**config.mk**
```make
export PLATFORM = sky130hd
export DESIGN_NAME = exc_entry_ctrl
export DESIGN_NICKNAME = d
export VERILOG_FILES = /design/src/rtl/exc_entry_ctrl.sv
export SDC_FILE = /design/constraint.sdc
export NUM_CORES = 1
export LEC_CHECK = 0
export BUFFER_PORTS_ARGS = -buffer_cell sky130_fd_sc_hd__buf_2
export CAP_MARGIN = 20
export CORE_MARGIN = 3
export CORE_UTILIZATION = 40
export CTS_BUF_LIST = sky130_fd_sc_hd__clkbuf_8
export DETAILED_ROUTE_END_ITERATION = 12
export MAX_ROUTING_LAYER = met4
export PLACE_DENSITY = 0.82
export SLEW_MARGIN = 20
export SYNTH_ARGS = -nofsm -noshare
export SYNTH_HDL_FRONTEND = slang
export SYNTH_SLANG_ARGS = --single-unit
```
**constraint.sdc**
```tcl
create_clock -name clk -period 3.9 [get_ports clk]
set_input_delay 0.39 -clock clk [delete_from_list [all_inputs] [get_ports clk]]
set_output_delay 0.39 -clock clk [all_outputs]
set_load 0.02 [all_outputs]
```
**src/rtl/exc_entry_ctrl.sv**
```systemverilog
module exc_entry_ctrl #(
  parameter int XLEN = 32,
  parameter int CW   = 4
) (
  input  logic            clk,
  input  logic            rst,
  input  logic [XLEN-1:0] pc_i,
  input  logic [XLEN-1:0] sr_i,
  input  logic [XLEN-1:0] pmr_i,
  input  logic            dslot_i,
  input  logic            exc_req_i,
  input  logic [CW-1:0]   exc_code_i,
  input  logic            irq_dev_i,
  input  logic            irq_tick_i,
  input  logic [XLEN-1:0] cfg_i,
  input  logic [XLEN-1:0] vbase_i,
  output logic            take_o,
  output logic [CW-1:0]   cause_o,
  output logic            err_o,
  output logic [XLEN-1:0] epc_o,
  output logic [XLEN-1:0] esr_o,
  output logic [XLEN-1:0] eear_o,
  output logic [XLEN-1:0] sr_o,
  output logic [XLEN-1:0] pmr_o,
  output logic            dslot_clr_o,
  output logic            resv_clr_o,
  output logic [XLEN-1:0] fetch_pc_o
);
  localparam int SR_SM  = 0;
  localparam int SR_TEE = 1;
  localparam int SR_IEE = 2;
  localparam int SR_DME = 5;
  localparam int SR_IME = 6;
  localparam int SR_DSX = 13;
  localparam int SR_EPH = 14;
  localparam int PM_DOZE  = 4;
  localparam int PM_SLEEP = 5;
  localparam int CFG_VBP  = 6;

  localparam logic [CW-1:0] C_RESET   = CW'(1);
  localparam logic [CW-1:0] C_TICK    = CW'(5);
  localparam logic [CW-1:0] C_ILLEGAL = CW'(7);
  localparam logic [CW-1:0] C_DEVICE  = CW'(8);
  localparam logic [CW-1:0] C_SYSCALL = CW'(12);
  localparam logic [CW-1:0] C_LAST    = CW'(14);

  localparam logic [XLEN-1:0] HI_PREFIX = {4'hF, {(XLEN-4){1'b0}}};
  localparam logic [XLEN-1:0] SR_RST    = XLEN'(1) << SR_SM;
  localparam logic [XLEN-1:0] SR_CLR    = (XLEN'(1) << SR_TEE) | (XLEN'(1) << SR_IEE) |
                                          (XLEN'(1) << SR_DME) | (XLEN'(1) << SR_IME) |
                                          (XLEN'(1) << SR_DSX);
  localparam logic [XLEN-1:0] PM_CLR    = (XLEN'(1) << PM_DOZE) | (XLEN'(1) << PM_SLEEP);

  function automatic logic [XLEN-1:0] vector(input logic [CW-1:0] c,
                                             input logic [XLEN-1:0] sr,
                                             input logic [XLEN-1:0] cfg,
                                             input logic [XLEN-1:0] base);
    logic [XLEN-1:0] v;
    v = XLEN'(c) << 8;
    if (cfg[CFG_VBP]) v = v | base;
    if (sr[SR_EPH])   v = v | HI_PREFIX;
    return v;
  endfunction

  logic          code_ok, sync_ok, dev_ok, tick_ok, take_n;
  logic [CW-1:0] cause_n;
  logic [XLEN-1:0] epc_n, sr_n;

  assign code_ok = (exc_code_i != '0) && (exc_code_i <= C_LAST);
  assign sync_ok = exc_req_i && code_ok;
  assign dev_ok  = irq_dev_i && sr_i[SR_IEE];
  assign tick_ok = irq_tick_i && sr_i[SR_TEE];

  always_comb begin
    cause_n = '0;
    if (sync_ok)      cause_n = exc_code_i;
    else if (tick_ok) cause_n = C_TICK;
    else if (dev_ok)  cause_n = C_DEVICE;
  end

  assign take_n = cause_n != '0;

  assign epc_n = pc_i + ((cause_n == C_SYSCALL) ? XLEN'(4) : '0)
                      - (dslot_i ? XLEN'(4) : '0);

  assign sr_n = (sr_i & ~SR_CLR) | SR_RST | (XLEN'(dslot_i) << SR_DSX);

  always_ff @(posedge clk) begin
    if (rst) begin
      take_o      <= 1'b0;
      cause_o     <= '0;
      err_o       <= 1'b0;
      epc_o       <= '0;
      esr_o       <= '0;
      eear_o      <= '0;
      sr_o        <= SR_RST;
      pmr_o       <= '0;
      dslot_clr_o <= 1'b0;
      resv_clr_o  <= 1'b0;
      fetch_pc_o  <= vector(C_RESET, SR_RST, cfg_i, vbase_i);
    end else begin
      take_o      <= take_n;
      cause_o     <= cause_n;
      err_o       <= exc_req_i && !code_ok;
      dslot_clr_o <= take_n && dslot_i;
      resv_clr_o  <= take_n;
      if (take_n) begin
        epc_o      <= epc_n;
        esr_o      <= sr_i;
        sr_o       <= sr_n;
        pmr_o      <= pmr_i & ~PM_CLR;
        fetch_pc_o <= vector(cause_n, sr_i, cfg_i, vbase_i);
        if (cause_n == C_ILLEGAL) eear_o <= pc_i;
      end else begin
        sr_o  <= sr_i;
        pmr_o <= pmr_i;
      end
    end
  end
endmodule

```
==> results of run 1 <==
## per-stage QoR
| stage | hold WS, ps | total power, uW | cell area (sq um) |
|---|---|---|---|
| after floorplan | 494 | 2940 | 7980 |
| after global placement | 439 | 3290 | 9930 |
| after detailed placement | 445 | 3310 | 9930 |
| after CTS | 84.1 | 4700 | 10400 |
| after global routing | 81.1 | 4880 | 10400 |
| final | 108 | 4660 | 10400 |
## worst max-delay path by stage
stage	start	slack, ps	endpoint	depth (start not counted)
final	exc_code_i[0]	590	epc_o[27]	14
after floorplan	exc_code_i[0]	700	epc_o[24]	13
after global routing	exc_code_i[0]	410	epc_o[27]	14
after detailed placement	exc_code_i[0]	190	epc_o[27]	14
after CTS	exc_code_i[0]	680	epc_o[27]	14
after global placement	exc_code_i[0]	260	epc_o[27]	14
## synth_stat cells, drive strengths merged, types with 4 or more instances
library cell  number
a22o              57
xnor2             14
nor3               6
ha                30
or3                4
buf                4
nand2             95
xor2               8
o21a               4
and2              32
o21ai             22
dfxtp            167
inv               39
a31oi              6
edfxtp            32
nand4              9
nor2b             57
nand3             10
nand2b             5
clkbuf            39
and3               8
a21oi             59
a21o              21
nor2              21
## critical path: cells and delay by family
family	cells	cell delay (ps)
buffers and inverters	2	180
AO/OA/AOI/OAI	6	1430
adder cells (fa/ha/maj)	2	750
XOR/XNOR	1	150
AND/OR/NAND/NOR	3	780
## cell type report
class | instances | area share
Tap cell | 265 | 0.0320
Inverter | 39 | 0.0141
Timing Repair Buffer | 346 | 0.170
Sequential cell | 199 | 0.415
Multi-Input combinational cell | 512 | 0.326
Clock inverter | 15 | 0.0194
Clock buffer | 17 | 0.0226
Antenna cell | 1 | 0.000241
## layout by cell type (no fill, tap or decap), types with 4 or more instances in the layout
cell	instances
sky130_fd_sc_hd__nand4_1	9
sky130_fd_sc_hd__inv_12	5
sky130_fd_sc_hd__a21o_1	21
sky130_fd_sc_hd__buf_4	8
sky130_fd_sc_hd__edfxtp_1	32
sky130_fd_sc_hd__dfxtp_1	167
sky130_fd_sc_hd__o21ai_0	21
sky130_fd_sc_hd__nand2_1	95
sky130_fd_sc_hd__a31oi_1	6
sky130_fd_sc_hd__clkbuf_8	17
sky130_fd_sc_hd__a22o_1	57
sky130_fd_sc_hd__inv_1	39
sky130_fd_sc_hd__nor3_1	6
sky130_fd_sc_hd__buf_2	337
sky130_fd_sc_hd__xor2_1	8
sky130_fd_sc_hd__nor2b_1	57
sky130_fd_sc_hd__ha_1	30
sky130_fd_sc_hd__o21a_1	4
sky130_fd_sc_hd__a21oi_1	59
sky130_fd_sc_hd__and2_1	32
sky130_fd_sc_hd__or3_1	4
sky130_fd_sc_hd__xnor2_1	14
sky130_fd_sc_hd__nand2b_1	5
sky130_fd_sc_hd__and3_1	8
sky130_fd_sc_hd__clkinv_8	4
sky130_fd_sc_hd__nor2_1	18
sky130_fd_sc_hd__nand3_1	10
## state kept, by name, summed over array words and instances, names as in the netlist
name         cells
pmr_o           32
fetch_pc_o      32
cause_o          4
resv_clr_o       1
eear_o          32
esr_o           32
epc_o           32
err_o            1
dslot_clr_o      1
sr_o            32
## logic make-up after synthesis
logic type               after synthesis  synth area share
AO/OA/AOI/OAI                        200             0.180
XOR/XNOR                              22            0.0242
adder cells (fa/ha/maj)               31            0.0496
buffers and inverters                 82            0.0392
flip-flops                           199             0.540
multiplexers                           2           0.00267
AND/OR/NAND/NOR                      257             0.164
## power groups by stage
stage / combinational [uW] / clock, uW / sequential [uW]
after floorplan: 404 / 0 / 2540
after global placement: 948 / 0 / 2340
after detailed placement: 961 / 0 / 2350
after CTS: 965 / 1430 / 2300
after global routing: 1040 / 1520 / 2320
final: 962 / 1400 / 2300
## metal layers
metal,part of all wire,vias to the layer above
li1,-,3413
met1,0.41,3258
met2,0.51,241
met3,0.054,28
met4,0.019,0
met5,0,-
==> impl_results.html, run 1 <==
<table>
<tr><th>Metric</th><th>Value</th></tr>
<tr><th colspan="2">CTS</th></tr>
<tr><td># H-tree levels</td><td>4</td></tr>
<tr><td>Buffer count from post-CTS setup fixing</td><td>0</td></tr>
<tr><td>Clock-pin transition on the worst setup and hold timing paths</td><td>about 130 ps</td></tr>
<tr><td>TritonCTS Buffers</td><td>17</td></tr>
<tr><td>Clock tree from TritonCTS</td><td>done</td></tr>
<tr><td>CTS max path bufs</td><td>2</td></tr>
<tr><td>Post-CTS Hold Buffers</td><td>0</td></tr>
<tr><td>Clock tree root buffer cell</td><td>sky130_fd_sc_hd__clkbuf_8</td></tr>
<tr><td>Clk sinks</td><td>199</td></tr>
<tr><td>Clock Latency Late Sink</td><td>~450 ps</td></tr>
<tr><td>Resized cells post-CTS</td><td>0</td></tr>
<tr><th colspan="2">Timing</th></tr>
<tr><td>Setup ws final</td><td>586 ps</td></tr>
<tr><td>Setup repair after global routing missed its margin</td><td>no</td></tr>
<tr><td>Actual transition at the worst max-transition pin</td><td>between 600 and 700 ps</td></tr>
<tr><td>Setup Viol. Count Final</td><td>0</td></tr>
<tr><td>Relative slew slack</td><td>0.537</td></tr>
<tr><td>Final worst path period need</td><td>3310 ps</td></tr>
<tr><td>Final TNS setup</td><td>0 ps</td></tr>
<tr><td>Peak Freq</td><td>302 MHz</td></tr>
<tr><td>Fin. max-slew vios</td><td>0</td></tr>
<tr><td>Number of endpoints with negative hold slack in the final report</td><td>0</td></tr>
<tr><td>Setup clock skew after layout</td><td>0 ps</td></tr>
<tr><td>Ratio of final minimum period to clock period</td><td>0.850</td></tr>
<tr><th colspan="2">Power</th></tr>
<tr><td>Internal</td><td>3130 uW</td></tr>
<tr><td>Leakage power of the design</td><td>around 0.0051 uW</td></tr>
<tr><td>Clock power share</td><td>0.300</td></tr>
<tr><td>Net switching share of the total power</td><td>0.329</td></tr>
<tr><td>Pwr per Cell Area</td><td>around 450 nW/um^2</td></tr>
<tr><td>Combinational share of power</td><td>0.206</td></tr>
<tr><td>Switching pwr</td><td>1540 uW</td></tr>
<tr><td>Part of the power in registers</td><td>0.494</td></tr>
<tr><td>Maximum vdd ir drop</td><td>0.215 mV</td></tr>
<tr><th colspan="2">Logic synthesis</th></tr>
<tr><td>Post-synth cell types</td><td>slightly below 60</td></tr>
<tr><td>Top cell type's share of synthesized area</td><td>0.419</td></tr>
<tr><td>Number of flops mapped to enable cells by yosys</td><td>32</td></tr>
<tr><td>Ys Warns</td><td>0</td></tr>
<tr><td>Summed instance area of the synthesized netlist</td><td>approximately 8000 sq um</td></tr>
<tr><td>Share of flip-flops with an asynchronous set or reset</td><td>0</td></tr>
<tr><td>Post-synthesis sequential element count</td><td>199</td></tr>
<tr><td>Post-synth top flop</td><td>sky130_fd_sc_hd__dfxtp_1</td></tr>
<tr><td>Leading area contributor after synthesis</td><td>sky130_fd_sc_hd__dfxtp_1</td></tr>
<tr><td>Post-Syn Area per Cell</td><td>a little over 10 sq um</td></tr>
<tr><td>Cell types occupying the most area after synthesis</td><td>sky130_fd_sc_hd__dfxtp_1 (42%), sky130_fd_sc_hd__edfxtp_1 (12%), sky130_fd_sc_hd__a22o_1 (6.3%), sky130_fd_sc_hd__ha_1 (4.7%), sky130_fd_sc_hd__nand2_1 (4.5%)</td></tr>
<tr><td>Number of instances in the synthesized netlist</td><td>a little under 800</td></tr>
<tr><td>Total nets after synthesis</td><td>994</td></tr>
<tr><td>Sequential-to-total area share from yosys stat</td><td>0.540</td></tr>
<tr><th colspan="2">Finish</th></tr>
<tr><td>Total of fill cells in the finished design</td><td>~1,800</td></tr>
<tr><td>Final net count</td><td>1,316</td></tr>
<tr><td>Layout cell share with drive strength beyond 1</td><td>0.345</td></tr>
<tr><td>Synthesis-to-layout area growth</td><td>29.9%</td></tr>
<tr><td>Fin util</td><td>0.531</td></tr>
<tr><td>Number of standard cells in the layout, taps in and fillers out</td><td>about 1,400</td></tr>
<tr><td>Multi-input combinational cell area</td><td>3380 sq um</td></tr>
<tr><td>Area used by sequential logic in the layout</td><td>4300 sq um</td></tr>
<tr><th colspan="2">Worst setup path</th></tr>
<tr><td>Chain of cells forming the critical path</td><td>buf_2, nor2_1, nand4_1, fa_1, inv_1, ha_1, o211ai_1, a2111oi_0, nor3_1, a21oi_1, a311oi_2, o21ai_2, xor2_1, a22o_1</td></tr>
<tr><td>Slowest stage cell, crit path</td><td>sky130_fd_sc_hd__fa_1</td></tr>
<tr><td>R2R cell count</td><td>2</td></tr>
<tr><td>Critical path class</td><td>in2reg</td></tr>
<tr><td>Type of element launching the critical path</td><td>input port</td></tr>
<tr><td>Worst Path Required</td><td>4260 ps</td></tr>
<tr><td>Largest stage delay on the critical path</td><td>roughly 520 ps</td></tr>
<tr><td>Worst Setup End Kind</td><td>flip-flop</td></tr>
<tr><td>Worst-case register-to-register setup slack</td><td>around 3000 ps</td></tr>
<tr><td>Critical path fanouts, max</td><td>5</td></tr>
<tr><td>Worst flop-to-flop path startpoint</td><td>epc_o[28]</td></tr>
<tr><td>Arrival time worst endpoint</td><td>~3700 ps</td></tr>
<tr><td>Reg2Reg Capture Point</td><td>epc_o[28]</td></tr>
<tr><th colspan="2">Global route</th></tr>
<tr><td>Most used routing layer in global routing</td><td>met2</td></tr>
<tr><td>Met2 routing resource usage after global routing</td><td>0.369</td></tr>
<tr><td>Met3 Use GR</td><td>0.0410</td></tr>
<tr><td>Met1 Resource Use GR</td><td>0.250</td></tr>
<tr><td>All-Layer GR Usage</td><td>0.212</td></tr>
<tr><td>GRT Residual Overflow</td><td>0</td></tr>
<tr><td>Vias in the first global route</td><td>6,636</td></tr>
<tr><td>Initial antenna violation count</td><td>1</td></tr>
<tr><td>Maximum number of pins on one net before global-route repair</td><td>61</td></tr>
<tr><td>First-pass GRT wire length</td><td>35,600 um</td></tr>
<tr><th colspan="2">Placed design</th></tr>
<tr><td>Post-Place Cells</td><td>1,361</td></tr>
<tr><td>Count of port buffers added during placement</td><td>338</td></tr>
<tr><td>Detailed-placement wirelength estimate</td><td>17,600 um</td></tr>
<tr><td>Pre-CTS setup slack</td><td>189 ps</td></tr>
<tr><td>RD Place Congestion</td><td>between 0.8 and 0.9</td></tr>
<tr><th colspan="2">Detailed routing</th></tr>
<tr><td>Via Count</td><td>6,940</td></tr>
<tr><td>Post-detailed-route DRC marker count</td><td>0</td></tr>
<tr><td>Number of nets with antenna violations after detailed routing</td><td>0</td></tr>
<tr><td>Via density</td><td>4.98</td></tr>
<tr><td>Total Routed Length</td><td>about 23,000 um</td></tr>
<tr><td>Avg WL per Cell</td><td>16.5 um</td></tr>
<tr><td>Number of design-rule violations left by the first detailed-router iteration</td><td>297</td></tr>
<tr><td>DR pass1 iterations</td><td>4</td></tr>
<tr><th colspan="2">Floorplan</th></tr>
<tr><td>Initial standard-cell utilization of the core</td><td>0.408</td></tr>
<tr><td>Number of cell rows</td><td>slightly above 50</td></tr>
<tr><td>Area of the core</td><td>19,500 sq um</td></tr>
<tr><td>Top-level port count</td><td>370</td></tr>
<tr><td>Horiz. Die Dim</td><td>147 um</td></tr>
<tr><td>Die Height</td><td>approximately 150 um</td></tr>
<tr><td>Area enclosed by the die boundary</td><td>21,700 sq um</td></tr>
<tr><th colspan="2">Job</th></tr>
<tr><td>Number of maximum-capacitance violations</td><td>0</td></tr>
<tr><th colspan="2">Run status</th></tr>
<tr><td>Result of the run</td><td>completed</td></tr>
<tr><th colspan="2">Hold path</th></tr>
<tr><td>Path class of the lowest-slack min-delay path</td><td>in2reg</td></tr>
<tr><td>Hold Path Stages</td><td>2</td></tr>
<tr><td>Worst hold path endpoint</td><td>pmr_o[18]</td></tr>
<tr><td>Startpoint of the most critical hold path</td><td>pmr_i[18]</td></tr>
</table>
(Power assumes the default switching activity.)
==> run 2, diff against run 1 <==
--- a/config.mk
+++ b/config.mk
@@ -12,7 +12,7 @@
 export CTS_BUF_LIST = sky130_fd_sc_hd__clkbuf_8
 export DETAILED_ROUTE_END_ITERATION = 12
 export MAX_ROUTING_LAYER = met4
-export PLACE_DENSITY = 0.82
+export PLACE_DENSITY = 0.85
 export SLEW_MARGIN = 20
 export SYNTH_ARGS = -nofsm -noshare
 export SYNTH_HDL_FRONTEND = slang
==> constraint.sdc (replaced) <==
create_clock -name clk -period 2.76 [get_ports clk]
set_input_delay 0.276 -clock clk [delete_from_list [all_inputs] [get_ports clk]]
set_output_delay 0.276 -clock clk [all_outputs]
set_load 0.02 [all_outputs]
==> run 2 against run 1 <==
The flow now finishes with violations (negative setup slack). First-iteration DRC count up 54%. Routed wire length up 8.0%. Clock-buffer cell count unchanged. Largest power group unchanged. Register-to-register slack worse by 1200 ps. Total power up 46%. Sequential power up 42%. Largest cell class unchanged. Setup slack worse by 590 ps. Highest routed layer unchanged. Via count up 4.7%. Clock skew unchanged. Combinational power up 56%.
==> impl_results.html, run 2 (synthesis gave the netlist of run 1 again) <==
<table>
<tr><th>Metric</th><th>Value</th></tr>
<tr><th colspan="2">Placed design</th></tr>
<tr><td>Detailed-placement wirelength estimate</td><td>18,000 um</td></tr>
<tr><td>Pre-CTS setup slack</td><td>-651 ps</td></tr>
<tr><td>RD Place Congestion</td><td>0.910</td></tr>
<tr><td>Count of port buffers added during placement</td><td>338</td></tr>
<tr><th colspan="2">Worst setup path</th></tr>
<tr><td>Slowest stage cell, crit path</td><td>sky130_fd_sc_hd__fa_1</td></tr>
<tr><td>Chain of cells forming the critical path</td><td>buf_8, nor2_4, nand4_1, fa_1, inv_2, ha_4, nor2_4, o31a_4, o31ai_4, o311a_1, o31a_1, or4_1, a311oi_1</td></tr>
<tr><td>Number of buffer and inverter instances along the worst setup path</td><td>2</td></tr>
<tr><td>Worst Path Required</td><td>around 3100 ps</td></tr>
<tr><td>Critical path fanouts, max</td><td>4</td></tr>
<tr><td>Largest stage delay on the critical path</td><td>560 ps</td></tr>
<tr><td>Gate family responsible for the most delay along the worst path</td><td>compound AO/OA/AOI/OAI gates</td></tr>
<tr><td>Worst-case register-to-register setup slack</td><td>1850 ps</td></tr>
<tr><td>Type of element launching the critical path</td><td>input port</td></tr>
<tr><td>Worst Setup End Kind</td><td>flip-flop</td></tr>
<tr><td>Arrival time worst endpoint</td><td>3130 ps</td></tr>
<tr><td>Worst flop-to-flop path startpoint</td><td>epc_o[28]</td></tr>
<tr><td>Critical path class</td><td>in2reg</td></tr>
<tr><td>R2R cell count</td><td>2</td></tr>
<tr><td>Cell mode on critical path</td><td>sky130_fd_sc_hd__nor2_4</td></tr>
<tr><td>Reg2Reg Capture Point</td><td>epc_o[28]</td></tr>
<tr><th colspan="2">Finish</th></tr>
<tr><td>Most common cell after layout, fill and taps aside</td><td>sky130_fd_sc_hd__buf_2</td></tr>
<tr><td>Fin util</td><td>0.565</td></tr>
<tr><td>Synthesis-to-layout area growth</td><td>38.3%</td></tr>
<tr><td>Commonest non-fill, non-tap cells in the layout</td><td>sky130_fd_sc_hd__buf_2 (335), sky130_fd_sc_hd__dfxtp_1 (167), sky130_fd_sc_hd__nand2_1 (95)</td></tr>
<tr><td>Final net count</td><td>1,373</td></tr>
<tr><td>Layout cell share with drive strength beyond 1</td><td>0.359</td></tr>
<tr><th colspan="2">Timing</th></tr>
<tr><td>Peak Freq</td><td>approximately 360 MHz</td></tr>
<tr><td>Ratio of final minimum period to clock period</td><td>1.00</td></tr>
<tr><td>Worst-case hold slack</td><td>around 29 ps</td></tr>
<tr><td>Number of endpoints with negative hold slack in the final report</td><td>0</td></tr>
<tr><td>Setup Viol. Count Final</td><td>1</td></tr>
<tr><td>Setup repair after global routing missed its margin</td><td>yes</td></tr>
<tr><td>Actual transition at the worst max-transition pin</td><td>between 400 and 500 ps</td></tr>
<tr><td>Setup ws final</td><td>-0.877 ps</td></tr>
<tr><td>Fin. max-slew vios</td><td>0</td></tr>
<tr><td>Final worst path period need</td><td>about 2800 ps</td></tr>
<tr><td>Relative slew slack</td><td>0.692</td></tr>
<tr><td>Setup clock skew after layout</td><td>0 ps</td></tr>
<tr><th colspan="2">Power</th></tr>
<tr><td>Leakage power of the design</td><td>0.00542 uW</td></tr>
<tr><td>Pwr per Cell Area</td><td>616 nW/um^2</td></tr>
<tr><td>Maximum vdd ir drop</td><td>0.382 mV</td></tr>
<tr><th colspan="2">Global route</th></tr>
<tr><td>Vias in the first global route</td><td>7,009</td></tr>
<tr><td>Initial antenna violation count</td><td>1</td></tr>
<tr><td>GRT Residual Overflow</td><td>0</td></tr>
<tr><td>First-pass GRT wire length</td><td>38,100 um</td></tr>
<tr><td>Maximum number of pins on one net before global-route repair</td><td>70</td></tr>
<tr><td>All-Layer GR Usage</td><td>0.227</td></tr>
<tr><th colspan="2">Detailed routing</th></tr>
<tr><td>Avg WL per Cell</td><td>~17 um</td></tr>
<tr><td>DR pass1 iterations</td><td>5</td></tr>
<tr><td>Number of design-rule violations left by the first detailed-router iteration</td><td>about 460</td></tr>
<tr><td>Number of nets with antenna violations after detailed routing</td><td>0</td></tr>
<tr><td>Total Routed Length</td><td>24,900 um</td></tr>
<tr><td>Via Count</td><td>7,263</td></tr>
<tr><td>Post-detailed-route DRC marker count</td><td>0</td></tr>
<tr><td>Via density</td><td>between 5 and 6</td></tr>
<tr><th colspan="2">Hold path</th></tr>
<tr><td>Path class of the lowest-slack min-delay path</td><td>in2reg</td></tr>
<tr><td>Startpoint of the most critical hold path</td><td>pmr_i[0]</td></tr>
<tr><td>Worst hold path endpoint</td><td>pmr_o[0]</td></tr>
<tr><td>Hold Path Stages</td><td>2</td></tr>
<tr><th colspan="2">CTS</th></tr>
<tr><td>Clock tree from TritonCTS</td><td>done</td></tr>
<tr><td>Clock-pin transition on the worst setup and hold timing paths</td><td>roughly 110 ps</td></tr>
<tr><td>CTS max path bufs</td><td>2</td></tr>
<tr><td>Clock Latency Late Sink</td><td>450 ps</td></tr>
<tr><td># H-tree levels</td><td>4</td></tr>
<tr><td>Clock tree root buffer cell</td><td>sky130_fd_sc_hd__clkbuf_8</td></tr>
<tr><td>TritonCTS Buffers</td><td>17</td></tr>
<tr><td>Clk sinks</td><td>199</td></tr>
<tr><th colspan="2">Job</th></tr>
<tr><td>Number of maximum-capacitance violations</td><td>0</td></tr>
<tr><th colspan="2">Floorplan</th></tr>
<tr><td>Die Height</td><td>between 100 and 150 um</td></tr>
<tr><td>Area enclosed by the die boundary</td><td>about 22,000 sq um</td></tr>
<tr><td>Number of cell rows</td><td>51</td></tr>
<tr><td>Horiz. Die Dim</td><td>147 um</td></tr>
<tr><td>Area of the core</td><td>roughly 20,000 sq um</td></tr>
<tr><td>Top-level port count</td><td>370</td></tr>
<tr><td>Initial standard-cell utilization of the core</td><td>0.408</td></tr>
<tr><th colspan="2">Run status</th></tr>
<tr><td>Result of the run</td><td>finished, violations left</td></tr>
<tr><td>Violated checks</td><td>negative setup slack</td></tr>
</table>
## run 2: cell type report
cell class | instances | area, sq um
inverters | 39 | 146
flip-flops and latches | 199 | 4300
fillers | 1666 | 8490
clock buffers | 17 | 234
repair buffers | 403 | 2310
well taps | 265 | 332
clock inverters | 15 | 218
multi-input cells | 512 | 3480
diodes | 1 | 2.50
## run 2: worst max-delay path by stage
stage	from	endpoint	cells past startpoint
after floorplan	exc_code_i[0]	epc_o[24]	13
after CTS	exc_code_i[1]	epc_o[30]	13
after global placement	exc_code_i[0]	epc_o[27]	14
after global routing	exc_code_i[0]	epc_o[27]	15
final	exc_code_i[0]	epc_o[30]	13
after detailed placement	exc_code_i[0]	epc_o[27]	14
## run 2: report_power, final
part / internal [uW] / switching, uW / total, uW
Sequential: 3170 / 90.5 / 3260
Combinational: 609 / 894 / 1500
Clock: 751 / 1280 / 2030
Total: 4530 / 2260 / 6790
## run 2: per-layer routing
metal,up-vias,routed length (um),share of wire,track usage
li1,3520,-,-,-
met3,54,1490,0.060,0.0475
met5,-,0,0,-
met1,3395,9840,0.40,0.261
met4,0,721,0.029,0.0788
met2,294,12900,0.52,0.394
## run 2: per-stage QoR
| step | std cells | total power (uW) | instance area, sq um | setup TNS [ps] |
|---|---|---|---|---|
| 2_1_floorplan | 793 | 4170 | 8020 | -373 |
| 3_5_place_dp | 1376 | 4730 | 10100 | -8460 |
| 5_1_grt | 1451 | 7090 | 11000 | -352 |
| 3_3_place_gp | 1376 | 4690 | 10100 | -7350 |
| 4_1_cts | 1443 | 6800 | 10900 | 0 |
| 6_report | 1451 | 6790 | 11000 | -0.877 |
## run 2: repair_timing
item,in CTS,in global routing
pin swaps,4,10
gates resized for setup,7,13
buffers inserted,5,5
hold endpoints to repair,31,2
hold buffers,30,2
setup endpoints to repair,7,10
